`config.mk`:
```
export PLATFORM = sky130hd
export DESIGN_NAME = xret_unit
export DESIGN_NICKNAME = d
export VERILOG_FILES = /design/src/rtl/xret_pkg.sv /design/src/rtl/xret_checks.sv /design/src/rtl/xret_update.sv /design/src/rtl/xret_unit.sv
export SDC_FILE = /design/constraint.sdc
export NUM_CORES = 1
export LEC_CHECK = 0
export ABC_AREA = 1
export BUFFER_PORTS_ARGS = -buffer_cell sky130_fd_sc_hd__buf_2
export CORE_AREA = 2 2 78 80
export CTS_BUF_LIST = sky130_fd_sc_hd__clkbuf_8
export CTS_CLUSTER_SIZE = 14
export DETAILED_ROUTE_END_ITERATION = 12
export DIE_AREA = 0 0 80 82
export GPL_ROUTABILITY_DRIVEN = 1
export PLACE_DENSITY = 0.81
export SKIP_CTS_REPAIR_TIMING = 1
export SYNTH_ARGS = -nofsm -noshare
export SYNTH_HDL_FRONTEND = slang
export SYNTH_SLANG_ARGS = --single-unit
```
`constraint.sdc`:
```
create_clock -name clk -period 1.6 [get_ports clk]
set_clock_uncertainty 0.05 [all_clocks]
set_input_delay 0.24 -clock clk [delete_from_list [all_inputs] [get_ports clk]]
set_output_delay 0.24 -clock clk [all_outputs]
set_load 0.01 [all_outputs]
```
`src/rtl/xret_pkg.sv`:
```
// Package: shared encodings and status-word bit positions for the
// trap-return unit. Assumes the compact status layouts described in the brief.
package xret_pkg;
    localparam int EXC_W = 5;
    localparam int MS_W  = 12;
    localparam int HS_W  = 4;

    localparam logic [1:0] PRIV_U = 2'd0;
    localparam logic [1:0] PRIV_S = 2'd1;
    localparam logic [1:0] PRIV_M = 2'd3;

    localparam logic [EXC_W-1:0] EXC_MISALIGN = 5'd0;
    localparam logic [EXC_W-1:0] EXC_ILLEGAL  = 5'd2;
    localparam logic [EXC_W-1:0] EXC_VIRT     = 5'd22;

    // machine status bit positions
    localparam int MS_SIE  = 0;
    localparam int MS_MIE  = 1;
    localparam int MS_SPIE = 2;
    localparam int MS_MPIE = 3;
    localparam int MS_SPP  = 4;
    localparam int MS_MPP  = 5;   // two bits, 6:5
    localparam int MS_MPV  = 7;
    localparam int MS_TSR  = 8;

    // hypervisor status bit positions
    localparam int HS_SPV  = 0;
    localparam int HS_VTSR = 1;

    // refusal checks, listed from highest to lowest rank
    typedef enum logic [2:0] {
        CHK_PRIV  = 3'd0,
        CHK_ALIGN = 3'd1,
        CHK_TSR   = 3'd2,
        CHK_VTSR  = 3'd3,
        CHK_PMP   = 3'd4
    } chk_e;
    localparam int NCHK = 5;
endpackage

```
`src/rtl/xret_checks.sv`:
```
// Module: xret_checks
// Evaluates every refusal condition of a trap return at once and picks the
// highest-ranked failing one. Purely combinational. Assumes the caller passes
// the low bits of the return address it has already selected.
module xret_checks
    import xret_pkg::*;
#(
    parameter int PMP_W = 4
) (
    input  logic             is_mret,
    input  logic [1:0]       cur_priv,
    input  logic             cur_virt,
    input  logic [MS_W-1:0]  mstat,
    input  logic [HS_W-1:0]  hstat,
    input  logic [1:0]       pc_lo,
    input  logic             has_h,
    input  logic             has_c,
    input  logic             has_pmp,
    input  logic [PMP_W-1:0] pmp_rules,
    output logic             fail,
    output logic [EXC_W-1:0] code
);
    logic [NCHK-1:0] hit;

    // code reported for each ranked check
    function automatic logic [EXC_W-1:0] code_of(input int idx);
        case (idx)
            int'(CHK_ALIGN): code_of = EXC_MISALIGN;
            int'(CHK_VTSR):  code_of = EXC_VIRT;
            default:         code_of = EXC_ILLEGAL;
        endcase
    endfunction

    // raw refusal conditions
    always_comb begin
        hit = '0;
        hit[CHK_PRIV]  = is_mret ? (cur_priv != PRIV_M) : (cur_priv < PRIV_S);
        hit[CHK_ALIGN] = !has_c && (|pc_lo);
        hit[CHK_TSR]   = !is_mret && mstat[MS_TSR] && (cur_priv != PRIV_M);
        hit[CHK_VTSR]  = !is_mret && has_h && cur_virt && hstat[HS_VTSR];
        hit[CHK_PMP]   = is_mret && has_pmp && (pmp_rules == '0) &&
                         (mstat[MS_MPP +: 2] != PRIV_M);
    end

    // priority pick: lowest index wins because it is assigned last
    always_comb begin
        fail = 1'b0;
        code = '0;
        for (int i = NCHK - 1; i >= 0; i--) begin
            if (hit[i]) begin
                fail = 1'b1;
                code = code_of(i);
            end
        end
    end
endmodule

```
`src/rtl/xret_update.sv`:
```
// Module: xret_update
// Computes the status words, privilege and virtualization mode that follow
// an accepted trap return, plus the shadow-swap request. Combinational.
// Assumes the caller discards these values when the return is refused.
module xret_update
    import xret_pkg::*;
(
    input  logic            is_mret,
    input  logic            cur_virt,
    input  logic [MS_W-1:0] mstat,
    input  logic [HS_W-1:0] hstat,
    input  logic            has_h,
    output logic [MS_W-1:0] mstat_nx,
    output logic [HS_W-1:0] hstat_nx,
    output logic [1:0]      priv_nx,
    output logic            virt_nx,
    output logic            swap_nx
);
    // next-state rewrite for both return kinds
    always_comb begin
        mstat_nx = mstat;
        hstat_nx = hstat;
        virt_nx  = cur_virt;
        swap_nx  = 1'b0;
        if (is_mret) begin
            mstat_nx[MS_MIE]       = mstat[MS_MPIE];
            mstat_nx[MS_MPIE]      = 1'b1;
            mstat_nx[MS_MPP +: 2]  = PRIV_U;
            mstat_nx[MS_MPV]       = 1'b0;
            priv_nx                = mstat[MS_MPP +: 2];
            if (has_h) begin
                virt_nx = mstat[MS_MPV];
                swap_nx = mstat[MS_MPV];
            end
        end else begin
            mstat_nx[MS_SIE]  = mstat[MS_SPIE];
            mstat_nx[MS_SPIE] = 1'b1;
            mstat_nx[MS_SPP]  = 1'b0;
            priv_nx           = {1'b0, mstat[MS_SPP]};
            if (has_h && !cur_virt) begin
                virt_nx          = hstat[HS_SPV];
                swap_nx          = hstat[HS_SPV];
                hstat_nx[HS_SPV] = 1'b0;
            end
        end
    end
endmodule

```
`src/rtl/xret_unit.sv`:
```
// Module: xret_unit (top)
// Single-stage trap-return unit. Checks a request, then either commits the
// rewritten state or reports a refusal with unchanged state. Outputs are
// registered and hold until the next request. Synchronous active-low reset.
module xret_unit
    import xret_pkg::*;
#(
    parameter int XLEN  = 32,
    parameter int PMP_W = 4
) (
    input  logic             clk,
    input  logic             rst_n,
    input  logic             req_valid,
    input  logic             req_is_mret,
    input  logic [1:0]       cur_priv,
    input  logic             cur_virt,
    input  logic [11:0]      mstat_in,
    input  logic [3:0]       hstat_in,
    input  logic [XLEN-1:0]  mepc_in,
    input  logic [XLEN-1:0]  sepc_in,
    input  logic             cfg_has_h,
    input  logic             cfg_has_c,
    input  logic             cfg_has_pmp,
    input  logic [PMP_W-1:0] pmp_rules,
    output logic             done,
    output logic             refused,
    output logic [4:0]       excp_code,
    output logic [11:0]      mstat_out,
    output logic [3:0]       hstat_out,
    output logic [1:0]       priv_out,
    output logic             virt_out,
    output logic [XLEN-1:0]  pc_out,
    output logic             swap_regs
);
    logic [XLEN-1:0]  pc_sel;
    logic             chk_fail;
    logic [EXC_W-1:0] chk_code;
    logic [MS_W-1:0]  ms_nx;
    logic [HS_W-1:0]  hs_nx;
    logic [1:0]       pv_nx;
    logic             vt_nx;
    logic             sw_nx;

    // return address chosen by the request kind
    assign pc_sel = req_is_mret ? mepc_in : sepc_in;

    xret_checks #(.PMP_W(PMP_W)) i_checks (
        .is_mret   (req_is_mret),
        .cur_priv  (cur_priv),
        .cur_virt  (cur_virt),
        .mstat     (mstat_in),
        .hstat     (hstat_in),
        .pc_lo     (pc_sel[1:0]),
        .has_h     (cfg_has_h),
        .has_c     (cfg_has_c),
        .has_pmp   (cfg_has_pmp),
        .pmp_rules (pmp_rules),
        .fail      (chk_fail),
        .code      (chk_code)
    );

    xret_update i_update (
        .is_mret  (req_is_mret),
        .cur_virt (cur_virt),
        .mstat    (mstat_in),
        .hstat    (hstat_in),
        .has_h    (cfg_has_h),
        .mstat_nx (ms_nx),
        .hstat_nx (hs_nx),
        .priv_nx  (pv_nx),
        .virt_nx  (vt_nx),
        .swap_nx  (sw_nx)
    );

    // result register: commit or pass-through on each request
    always_ff @(posedge clk) begin
        if (!rst_n) begin
            done      <= 1'b0;
            refused   <= 1'b0;
            swap_regs <= 1'b0;
            excp_code <= '0;
            mstat_out <= '0;
            hstat_out <= '0;
            priv_out  <= PRIV_M;
            virt_out  <= 1'b0;
            pc_out    <= '0;
        end else begin
            done      <= req_valid;
            refused   <= req_valid && chk_fail;
            swap_regs <= req_valid && !chk_fail && sw_nx;
            if (req_valid) begin
                excp_code <= chk_fail ? chk_code : '0;
                pc_out    <= pc_sel;
                if (chk_fail) begin
                    mstat_out <= mstat_in;
                    hstat_out <= hstat_in;
                    priv_out  <= cur_priv;
                    virt_out  <= cur_virt;
                end else begin
                    mstat_out <= ms_nx;
                    hstat_out <= hs_nx;
                    priv_out  <= pv_nx;
                    virt_out  <= vt_nx;
                end
            end
        end
    end

    AST_DONE_FOLLOWS_REQ: assert property (@(posedge clk) disable iff (!rst_n)
        req_valid |=> done);
    AST_PRIV_GATE: assert property (@(posedge clk) disable iff (!rst_n)
        (req_valid && req_is_mret && cur_priv != PRIV_M) |=> (refused && excp_code == EXC_ILLEGAL));
    AST_MISALIGN_NEEDS_NO_C: assert property (@(posedge clk) disable iff (!rst_n)
        (done && refused && excp_code == EXC_MISALIGN) |-> !$past(cfg_has_c));
    AST_REFUSE_HOLDS_STATE: assert property (@(posedge clk) disable iff (!rst_n)
        (req_valid && chk_fail) |=> (mstat_out == $past(mstat_in) && priv_out == $past(cur_priv) && !swap_regs));
    AST_MRET_CLEARS: assert property (@(posedge clk) disable iff (!rst_n)
        (done && !refused && $past(req_is_mret)) |-> (mstat_out[MS_MPP +: 2] == PRIV_U && mstat_out[MS_MPIE] && !mstat_out[MS_MPV]));
    AST_SWAP_ONLY_INTO_VIRT: assert property (@(posedge clk) disable iff (!rst_n)
        swap_regs |-> (virt_out && done && !refused));
endmodule

```
==> results.tsv <==
metric	value	unit
outcome	finished clean	
num_vias	2719	
core	5746	um2
num_rows	28	
layout_common_cells	buf_2, nand2_1, o21ai_0, dfxtp_1, nor2_1	
drive_gt1_frac	0.3791	
dieArea	6560	um2
endpoint_kind	register	
switching_share	0.2858	
ys_seq_area_frac	0.4532	
syn_area	2474	um2
hold_path_class	in -> reg	
synth_top_area_frac	0.4532	
rsz0062_at_grt	no	
path_clk_slew	0.10	ns
hold_violations	0	
initialDrtViolationCount	93	
nNetsFinal	582	
synth_area_leader_cell	dfxtp_1	
io_buffers	150	
total_power	2.851	mW
h-tree-depth	2	
arrival	1.30	ns
drc	0	
ys_warn_count	0	
grt_pass1_vias	2482	
worstPathMaxFanout	8	
clock.fmax	866.2	MHz
final_common_cell	buf_2	
overflow	0	
ir_worst_vdd	427.2	uV
routed_wl	7.042	mm
clkPwrFrac	0.263	
finalCritPeriodShare	0.7216	
clock_latency	0.30	ns
tns	0	ns
dr.pass1.iters	4	
viasPerCell	4.829	
antennaDiodeCount	0	
clockBufferDepth	2	
die_h	82	um
slew_violations	0	
antenna_found_initial	0	
clock_sinks	56	
grt_first_pass_wirelength	11.16	mm
grt_util_all_layers	0.2147	
synthCells	343	
intPower	2.036	mW
r2r_start	priv_out[1]$_SDFFE_PN1P_	
finalCriticalPeriod	1.155	ns
netlist_top_cells_area	dfxtp_1, nand2_1, o21ai_0	
synth_cell_types	26	
worstSetupPathType	in -> reg	
post_drt_wl_per_cell	12.51	um
power_frac_comb	0.198	
initial_core_util	0.4305	
critPathRequiredTime	1.75	ns
gp_congestion	0.8403	
io_pins	153	
avgSynthCellArea	7.212	um2
start_kind	input pin	
power_switching	814.6	uW
setup.worst_path.start	req_is_mret	
pwr_density_cell	845.0	nW/um2
drv_cap	0	
die_x	80	um
clock-root-buffer	clkbuf_8	
final_antenna_net_count	0	
hpwl	5.409	mm
ys_ff_latch	56	
finalSetupViolCount	0	
area_delta_synth_final	36.37	%
power.leakage	1.792	nW
hold_start	mstat_in[11]	
numCtsBuffers	5	
grt_max_degree	47	
seqPwrFrac	0.539	
cts_tree	built	
utilization	0.5871	
-- power groups by stage --
stage               logic (mW)  registers [mW]  clock network (mW)
floorplan                0.244            1.61                   0
CTS                      0.570            1.54               0.767
global placement         0.557            1.56                   0
global route             0.633            1.55               0.812
finish                   0.565            1.54               0.749
detailed placement       0.569            1.57                   0
-- synthesized netlist by cell type --
master / n
a21oi_1: 5
a21oi_2: 1
a22o_1: 7
a31oi_1: 3
buf_2: 8
buf_4: 4
buf_6: 2
clkbuf_1: 6
clkbuf_2: 1
conb_1: 1
dfxtp_1: 56
inv_1: 25
inv_2: 4
nand2_1: 83
nand2_2: 5
nand2_4: 1
nand3_1: 9
nand3_2: 1
nand3b_2: 1
nand4_1: 6
nand4_2: 1
nor2_1: 38
nor2_2: 4
nor2_4: 2
o21ai_0: 56
o21ai_1: 13
-- final cells by class --
| type | instances | area (um2) |
|---|---|---|
| fill | 561 | 2372 |
| multi-input combinational | 238 | 1132 |
| sequential | 56 | 1121 |
| timing repair buffer | 158 | 835.8 |
| inverter | 29 | 108.9 |
| tap | 75 | 93.84 |
| clock buffer | 5 | 68.82 |
| clock inverter | 2 | 12.51 |
-- worst paths after layout --
check / endpoint / slack, ns / depth (start not counted)
setup / recovery: priv_out[0]$_SDFFE_PN1P_ / 0.45 / 13
hold / removal: mstat_out[11]$_SDFFE_PN0P_ / 0.10 / 2
setup reg to reg: priv_out[1]$_SDFFE_PN1P_ / 0.84 / 2
hold reg to reg: pc_out[25]$_SDFFE_PN0P_ / 0.41 / 2
-- logic make-up (layout without fill, tap and decap cells) --
kind of cell	Yosys count	count (layout)	share of synthesized area
simple gates	151	151	0.2671
flops	56	56	0.4532
compound gates	85	85	0.1856
buf+inv	50	194	0.09256
other cells	1	2	0.001516
-- metrics by stage --
| stage | instance area [um2] | setup slack, ns | cells | hold WS [ns] |
|---|---|---|---|---|
| after floorplan | 2477 | 0.3668 | 344 | 0.3213 |
| after global placement | 3292 | 0.1705 | 556 | 0.3854 |
| after detailed placement | 3292 | 0.1324 | 556 | 0.3957 |
| after CTS | 3373 | 0.4496 | 563 | 0.09736 |
| after global routing | 3373 | 0.2773 | 563 | 0.1011 |
| final | 3373 | 0.4455 | 563 | 0.1038 |
-- per-layer routing --
| layer | wire length (um) | GRT usage | up-vias |
|---|---|---|---|
| met1 | 2922 | 0.2544 | 1198 |
| met4 | 58 | 0.05085 | 0 |
| met5 | 0 | 0 | - |
| met2 | 3365 | 0.3850 | 128 |
| met3 | 695 | 0.06044 | 4 |
| li1 | - | - | 1389 |
-- worst max-delay path, stage by stage --
cell and delay [ns]:
buf_2 0.14, inv_2 0.13, nand2_1 0.07, nand2_1 0.09
nand2_2 0.07, nand2_4 0.11, inv_2 0.04, nor2_2 0.09
nand2_1 0.10, nand2_1 0.08, nand2_1 0.05, nand2_1 0.05
nand2_1 0.04
-- sequential cells by signal, indices dropped and copies added (netlist names) --
| register | cells |
|---|---|
| done | 1 |
| excp_code | 2 |
| hstat_out | 4 |
| mstat_out | 12 |
| pc_out | 32 |
| priv_out | 2 |
| refused | 1 |
| swap_regs | 1 |
| virt_out | 1 |
Power figures use the tool's default switching activity.
